==> config.mk <==
export PLATFORM = sky130hd
export DESIGN_NAME = pm_ctrl_top
export DESIGN_NICKNAME = d
export VERILOG_FILES = /design/src/rtl/pm_pkg.sv /design/src/rtl/pm_fall_sync.sv /design/src/rtl/pm_settle_timer.sv /design/src/rtl/pm_status_flags.sv /design/src/rtl/pm_ctrl_top.sv
export SDC_FILE = /design/constraint.sdc
export NUM_CORES = 1
export LEC_CHECK = 0
export ABC_AREA = 1
export CORE_MARGIN = 4
export CORE_UTILIZATION = 40
export CTS_CLUSTER_DIAMETER = 100
export CTS_CLUSTER_SIZE = 12
export DETAILED_ROUTE_END_ITERATION = 10
export PLACE_DENSITY = 0.67
export SKIP_CTS_REPAIR_TIMING = 1
export SYNTH_ARGS = -nofsm -noshare
export SYNTH_HDL_FRONTEND = slang
export SYNTH_HIERARCHICAL = 1
export SYNTH_SLANG_ARGS = --single-unit
==> constraint.sdc <==
create_clock -name clk -period 2.6 [get_ports clk]
set_clock_uncertainty 0.1 [all_clocks]
set_input_delay 0.52 -clock clk [delete_from_list [all_inputs] [get_ports clk]]
set_output_delay 0.52 -clock clk [all_outputs]
set_load 0.02 [all_outputs]
==> src/rtl/pm_pkg.sv <==
package pm_pkg;
  typedef enum logic [1:0] {
    PM_RUN    = 2'd0,
    PM_IDLE   = 2'd1,
    PM_SLEEP  = 2'd2,
    PM_SETTLE = 2'd3
  } pm_state_e;

  typedef enum logic [1:0] {
    EV_NONE   = 2'b00,
    EV_FULL   = 2'b01,
    EV_WDOG   = 2'b10,
    EV_RESUME = 2'b11
  } pm_evt_e;
endpackage

==> src/rtl/pm_fall_sync.sv <==
module pm_fall_sync #(
  parameter int STAGES = 2
) (
  input  logic clk,
  input  logic rst_n,
  input  logic pin,
  output logic fall
);
  logic [STAGES-1:0] chain_q;
  logic              last_q;

  always_ff @(posedge clk or negedge rst_n) begin
    if (!rst_n) begin
      chain_q <= '1;
      last_q  <= 1'b1;
    end else begin
      chain_q <= {chain_q[STAGES-2:0], pin};
      last_q  <= chain_q[STAGES-1];
    end
  end

  assign fall = last_q & ~chain_q[STAGES-1];
endmodule

==> src/rtl/pm_settle_timer.sv <==
module pm_settle_timer #(
  parameter int W = 8
) (
  input  logic         clk,
  input  logic         rst_n,
  input  logic         load,
  input  logic [W-1:0] len,
  input  logic         count_en,
  output logic         done
);
  logic [W-1:0] cnt_q, cnt_d;

  always_comb begin
    cnt_d = cnt_q;
    if (load)
      cnt_d = len;
    else if (count_en && cnt_q != '0)
      cnt_d = cnt_q - 1'b1;
  end

  always_ff @(posedge clk or negedge rst_n) begin
    if (!rst_n) cnt_q <= '0;
    else        cnt_q <= cnt_d;
  end

  assign done = (cnt_q == '0);
endmodule

==> src/rtl/pm_status_flags.sv <==
module pm_status_flags (
  input  logic clk,
  input  logic rst_n,
  input  logic halt_go,
  input  logic clr_pd,
  input  logic set_to,
  output logic pdf,
  output logic to
);
  logic pdf_d, to_d;

  always_comb begin
    pdf_d = pdf;
    to_d  = to;
    if (halt_go) begin
      pdf_d = 1'b1;
      to_d  = 1'b0;
    end else begin
      if (clr_pd) pdf_d = 1'b0;
      if (set_to) to_d  = 1'b1;
    end
  end

  always_ff @(posedge clk or negedge rst_n) begin
    if (!rst_n) begin
      pdf <= 1'b0;
      to  <= 1'b0;
    end else begin
      pdf <= pdf_d;
      to  <= to_d;
    end
  end
endmodule

==> src/rtl/pm_ctrl_top.sv <==
module pm_ctrl_top #(
  parameter int SETTLE_W  = 8,
  parameter int SYNC_STGS = 2
) (
  input  logic                clk,
  input  logic                rst_n,
  input  logic                halt_req,
  input  logic                clr_wdt,
  input  logic                slow_sel,
  input  logic                idle_en,
  input  logic                wdt_en,
  input  logic                wdt_src_lf,
  input  logic                ext_rst,
  input  logic                wake_pin,
  input  logic                irq,
  input  logic                wdt_ovf,
  input  logic [SETTLE_W-1:0] settle_len,
  output logic                hosc_en,
  output logic                sys_sel_slow,
  output logic                sys_clk_en,
  output logic                cpu_stall,
  output logic                wdt_clr,
  output logic                wdt_run,
  output logic                pdf_flag,
  output logic                to_flag,
  output logic                evt_valid,
  output logic [1:0]          evt_kind
);
  import pm_pkg::*;

  pm_state_e state_q, state_d;
  pm_evt_e   evt_d;
  logic      pin_fall, settle_done, settle_load;
  logic      halt_go, clr_pd, set_to, soft_wake;
  logic      wdt_clr_q, evt_valid_q;
  pm_evt_e   evt_kind_q;

  pm_fall_sync #(.STAGES(SYNC_STGS)) u_sync (
    .clk(clk), .rst_n(rst_n), .pin(wake_pin), .fall(pin_fall)
  );

  pm_settle_timer #(.W(SETTLE_W)) u_settle (
    .clk(clk), .rst_n(rst_n), .load(settle_load), .len(settle_len),
    .count_en(state_q == PM_SETTLE), .done(settle_done)
  );

  pm_status_flags u_flags (
    .clk(clk), .rst_n(rst_n), .halt_go(halt_go), .clr_pd(clr_pd),
    .set_to(set_to), .pdf(pdf_flag), .to(to_flag)
  );

  assign soft_wake = irq | pin_fall;

  always_comb begin
    state_d     = state_q;
    evt_d       = EV_NONE;
    halt_go     = 1'b0;
    clr_pd      = 1'b0;
    set_to      = 1'b0;
    settle_load = 1'b0;
    unique case (state_q)
      PM_RUN: begin
        if (ext_rst) begin
          evt_d = EV_FULL;
        end else if (wdt_ovf) begin
          evt_d  = EV_WDOG;
          set_to = 1'b1;
        end else if (halt_req) begin
          halt_go = 1'b1;
          state_d = idle_en ? PM_IDLE : PM_SLEEP;
        end else if (clr_wdt) begin
          clr_pd = 1'b1;
        end
      end
      PM_IDLE, PM_SLEEP: begin
        if (ext_rst) begin
          evt_d = EV_FULL;
        end else if (wdt_ovf) begin
          evt_d  = EV_WDOG;
          set_to = 1'b1;
        end else if (soft_wake) begin
          evt_d = EV_RESUME;
        end
        if (evt_d != EV_NONE) begin
          if (state_q == PM_SLEEP) begin
            state_d     = PM_SETTLE;
            settle_load = 1'b1;
          end else begin
            state_d = PM_RUN;
          end
        end
      end
      PM_SETTLE: begin
        if (ext_rst) evt_d = EV_FULL;
        if (settle_done) state_d = PM_RUN;
      end
      default: state_d = PM_RUN;
    endcase
  end

  always_ff @(posedge clk or negedge rst_n) begin
    if (!rst_n) begin
      state_q     <= PM_RUN;
      wdt_clr_q   <= 1'b0;
      evt_valid_q <= 1'b0;
      evt_kind_q  <= EV_NONE;
    end else begin
      state_q     <= state_d;
      wdt_clr_q   <= halt_go | clr_pd;
      evt_valid_q <= (evt_d != EV_NONE);
      evt_kind_q  <= evt_d;
    end
  end

  assign cpu_stall    = (state_q != PM_RUN);
  assign sys_clk_en   = (state_q == PM_RUN) || (state_q == PM_IDLE);
  assign hosc_en      = (state_q != PM_SLEEP) && !slow_sel;
  assign sys_sel_slow = slow_sel;
  assign wdt_run      = wdt_en && ((state_q != PM_SLEEP) || wdt_src_lf);
  assign wdt_clr      = wdt_clr_q;
  assign evt_valid    = evt_valid_q;
  assign evt_kind     = evt_kind_q;
endmodule

* Yosys cells after proc, flatten, opt, wreduce, memory -nomap -nowiden *
Cells that the tools add are included.

word-level totals
  register bits after elaboration = 19
  bits of input ports = 20
  output and inout port bits = 11
  logic and storage cells = 78

operators by class
  add/sub/neg operators = 1
  equality and inequality tests = 9
  multiplexer cells = 37
  bitwise gates (word level) = 4
  reductions and logical operators = 18

operators with widths
  operator             count
  $mux 2               13
  $mux 1               20
  $mux 8               2
  $ne 2x2->1 const B   6
  $pmux 2 s3           2
  $reduce_bool 2->1    6
  $logic_not 8->1      1
  $reduce_bool 8->1    1
  $sub 8x1->8 const B  1
  $reduce_and 5->1     1
  $eq 2x2->1 const B   2
  $logic_and 1x1->1    3
  $reduce_or 3->1      1
  $eq 2x1->1 const B   1
  $logic_not 2->1      1
  $logic_or 1x1->1     2
  $or 1x1->1           2
  $reduce_or 2->1      1
  $and 1x1->1          1
  $logic_not 1->1      1
  $not 1->1            1

* Depth between registers and ports, before layout *
  depth in word-level cells = 11
  mapped depth = 9
  gate-level depth less buffers = 9

* Cells and area by module *
Netlist, hierarchy kept.

modules (own cells, without submodules)
  module           times used  cells each  area each (µm²)  sequential area each (µm²)
  pm_settle_timer  1           93          596.8            200.2
  pm_ctrl_top      1           62          462.9            150.1
  pm_fall_sync     1           5           88.8             78.8
  pm_status_flags  1           8           72.6             50.0

* Worst setup path after synthesis *
Ideal clock, no wire load.

  path kind = register to register
  start point = register state_q[0]
  end point = register u_settle.cnt_q[0]
  setup time = 0.125 ns
  arrival time = 1.665 ns
  data required time = 2.375 ns
  path slack = 0.710 ns
  stages on the path, launching flop included = 9
  buffers on the path = 1
  clock period less this slack = 1.890 ns
  path through = dfrtp_1 -> inv_1 -> ha_1 -> inv_1 -> a211oi_1 -> clkbuf_1 -> o21ai_0 -> nand2_1 -> o21ai_1

between the ends
  word-level cells in the longest chain between the ends = 5
  elaborated cells on any way between the ends = 10
  those cells by class = eq/ne (3); mux (4); reduce/logical (3)

ends and longest elaborated chain
  item                                                line                                  RTL
  start, declared                                     pm_ctrl_top.sv:31                     pm_state_e state_q, state_d;
  start signal, assigned                              pm_ctrl_top.sv:108                    state_q <= state_d;
  $eq 2x2->1                                          pm_ctrl_top.sv:61, pm_ctrl_top.sv:85
  $mux 1                                              pm_ctrl_top.sv:85                     if (state_q == PM_SLEEP) begin
  $mux 1                                              pm_ctrl_top.sv:84                     if (evt_d != EV_NONE) begin
  $mux 1 (*)                                          pm_ctrl_top.sv:61                     unique case (state_q)
  named net settle_load                               pm_ctrl_top.sv:33                     logic pin_fall, settle_done, settle_load;
  $mux 8 / $reduce_bool 2->1 (equally long branches)  n/a
  end signal, assigned                                pm_settle_timer.sv:23                 else cnt_q <= cnt_d;
  end, declared                                       pm_settle_timer.sv:11                 logic [W-1:0] cnt_q, cnt_d;

Mark *: on every way through the listed nets, which the timed path passes. The rest lies on a longest branch.
A chain may end at the register's enable or synchronous reset.

* Final worst setup path *
  start point = register state_q[1]
  end point = output sys_clk_en

between the ends
  word-level cells in the longest chain between the ends = 2
  elaborated cells on any way between the ends = 3
  those cells by class = eq/ne (1); reduce/logical (2)

ends and longest elaborated chain
  item                                                  line                RTL
  $eq 2x1->1 / $logic_not 2->1 (equally long branches)  pm_ctrl_top.sv:116  assign sys_clk_en = (state_q == PM_RUN) || (state_q == PM_IDLE);
  $logic_or 1x1->1 (*)                                  pm_ctrl_top.sv:116
  end, declared                                         pm_ctrl_top.sv:20   output logic sys_clk_en,

Mark *: on every way between the ends. The rest lies on a longest branch, timed or not.

==> flow_summary.yaml <==
run_status:
  status: "completed"
synthesis:
  synth_top_flop_cell: "dfrtp_1"
  synth.area.top_cells: "dfrtp_1 33%, nand2_1 16%, ha_1 8.2%"
  yosysSeqAreaShare_pct: 39.2
  yosysTopAreaCell: "dfrtp_1"
  ys_ff_latch: 19
  yosys.cell_count.top_type: "nand2_1"
  synthTopCellsByCount: "52 x nand2_1, 26 x inv_1, 17 x nor2_1, 16 x dfrtp_1, 14 x nand3_1"
  synth_cell_type_count: 26
  synth_area_um2: 1220
  synth_cells: 168
  synth_edf_count: 0
  avgSynthCellArea_um2: 7.27
  ys_warn_count: 6
  async_flop_share_pct: 100
  syn-num-nets: 196
  synth.top_cell.area_share_pct: 32.8
global_routing:
  grt_pass1_vias: 1147
  grt_pass1_wl_um: 4900
  antenna_found_initial: 0
  grt_max_degree: 20
  grt_overflow: 0
  grt_use_total_pct: 14.8
routing:
  drtPass1Iterations: 4
  vias_per_cell: 4.92
  dr_total_vias: 1162
  wl_per_cell_um: 11.9
  drt_wl_total_um: 2820
  drtIter0Drc: 40
  postRouteAntennaNets: 0
  drc: 0
power_and_ir_drop:
  leakage_nw: 0.814
  power.density_nw_per_um2: 1040
  max-vdd-ir-drop_mv: 0.509
sta:
  period_share_pct: 97.8
  worstMarginPinSlew_ns: 0.306
  setup_viol: 0
  maxSlewHeadroom_pct: 79.5
  period_needed_ns: 2.54
  final_hold_viol_count: 0
  drv_slew: 0
  worst_slack_ns: 0.0569
  fin_setup_tns_ns: 0
  grt_setup_unrepaired: "false"
  fmax_mhz: 393
clock_network:
  insertion_delay_ns: 0.30
  cts_tree: "yes"
  clock_path_buffers: 2
  cts.sinks: 19
  clkTransAtPathRegs_ns: 0.11
  cts_buffers: 3
  cts_max_level: 1
  root_buffer: "clkbuf_4"
cells_and_area:
  areaGrowthSynthToFinish_pct: 32.1
  design_area_um2: 1610
  final_nets: 234
  regArea_um2: 479
  fin_util_pct: 57.0
  multi_input_area_um2: 628
  fill_cells: 283
  drive_gt1_share_pct: 10.7
  diodes: 0
critical_path:
  max_stage_delay_ns: 0.54
  path_class: "reg2out"
  start_kind: "flip-flop"
  cp_data_required_time_ns: 1.98
  slowest_stage: "clkdlybuf4s50_1"
  cp.arrival_ns: 1.92
  end_kind: "output pin"
  worstPathCellList: "inv_1 -> ha_1 -> or2_2 -> clkdlybuf4s50_1"
  critPathMaxFanout: 5
place:
  dpl_cell_area_um2: 1560
  pre_cts_ws_ns: 0.291
  dpl.hpwl_um: 2210
  place.gp.congestion: 0.850
  io_buffers: 30
die:
  dieArea_um2: 4000
  die_h_um: 63.3
  start_util_pct: 43.2
  core_um2: 2830
  rows: 19
  io_pins: 31
  die_w_um: 63.3
run:
  max-cap-violations: 0
worst_hold_path:
  hold_class: "reg2reg"
-- kinds of logic after synthesis --
group | count (synthesis) | synth area share (%)
AO/OA/AOI/OAI | 14 | 7.69
XOR/XNOR | 1 | 0.717
adder cells (fa/ha/maj) | 8 | 8.20
buffers and inverters | 29 | 9.32
flip-flops | 19 | 39.2
AND/OR/NAND/NOR | 97 | 34.8
-- final cells by class --
| type | count | area share [%] |
|---|---|---|
| Inverter | 27 | 6.36 |
| Clock buffer | 4 | 1.63 |
| Tap cell | 31 | 2.40 |
| Multi-Input combinational cell | 120 | 38.9 |
| Sequential cell | 19 | 29.7 |
| Timing Repair Buffer | 35 | 20.9 |
-- worst max-delay path, delay by kind of cell, from the launching register on --
kind | cells | cell delay [ns]
buffers and inverters | 2 | 0.65
flip-flops | 1 | 0.41
AND/OR/NAND/NOR | 1 | 0.31
adder cells (fa/ha/maj) | 1 | 0.25
-- registers in the layout, summed over array words and instances, names as in the netlist --
register	count
u_settle/cnt_q	8
u_sync/last_q	1
evt_valid	1
evt_kind	2
state_q	2
wdt_clr	1
u_sync/chain_q	2
u_flags/to	1
u_flags/pdf	1
-- final timing paths --
check / start / cells past startpoint / to / slack [ns]
min: u_sync/chain_q[0]$_DFF_PN1_ / 0 / u_sync/chain_q[1]$_DFF_PN1_ / 0.27
min in group asynchronous: rst_n / 2 / evt_kind[0]$_DFF_PN0_ / 0.45
min reg2reg: u_sync/chain_q[0]$_DFF_PN1_ / 0 / u_sync/chain_q[1]$_DFF_PN1_ / 0.27
max in group asynchronous: rst_n / 2 / u_sync/last_q$_DFF_PN1_ / 1.67
max: state_q[1]$_DFFE_PN0P_ / 4 / sys_clk_en / 0.06
max reg2reg: state_q[1]$_DFFE_PN0P_ / 9 / u_settle/cnt_q[2]$_DFFE_PN0P_ / 0.63
-- through the flow --
| stage | power, mW | hold WS, ns | instances |
|---|---|---|---|
| after floorplan | 1.18 | 0.124 | 168 |
| after global placement | 1.47 | 0.250 | 229 |
| after detailed placement | 1.50 | 0.248 | 229 |
| after CTS | 1.66 | 0.268 | 233 |
| after global routing | 1.85 | 0.273 | 236 |
| final | 1.68 | 0.266 | 236 |
-- report_power, final --
group          internal (mW)  switching [mW]
clock network         0.0597          0.0897
registers              0.412          0.0945
logic                  0.421           0.602
-- routing by layer --
metal	vias up	global-route usage, %	wire length [um]
met4	0	2.96	14
li1	601	-	-
met2	32	24.1	1340
met3	2	5.68	189
met5	-	0	0
met1	527	18.7	1270
-- placed cells by master, fill, tap and decap left out, types with 2 or more instances in the layout --
master / synthesis / layout
nor2_2: 3 / 3
nor2_1: 17 / 17
nand2_2: 3 / 3
inv_1: 26 / 26
ha_1: 8 / 8
nand2_1: 52 / 52
dfrtp_1: 16 / 16
nand4_1: 4 / 4
nand3_1: 14 / 14
dfstp_2: 3 / 3
clkbuf_4: 0 / 3
buf_4: 1 / 5
o21ai_1: 2 / 2
clkdlybuf4s50_1: 0 / 30
o21ai_0: 6 / 6
No activity file was read; power rests on OpenSTA's default activity.
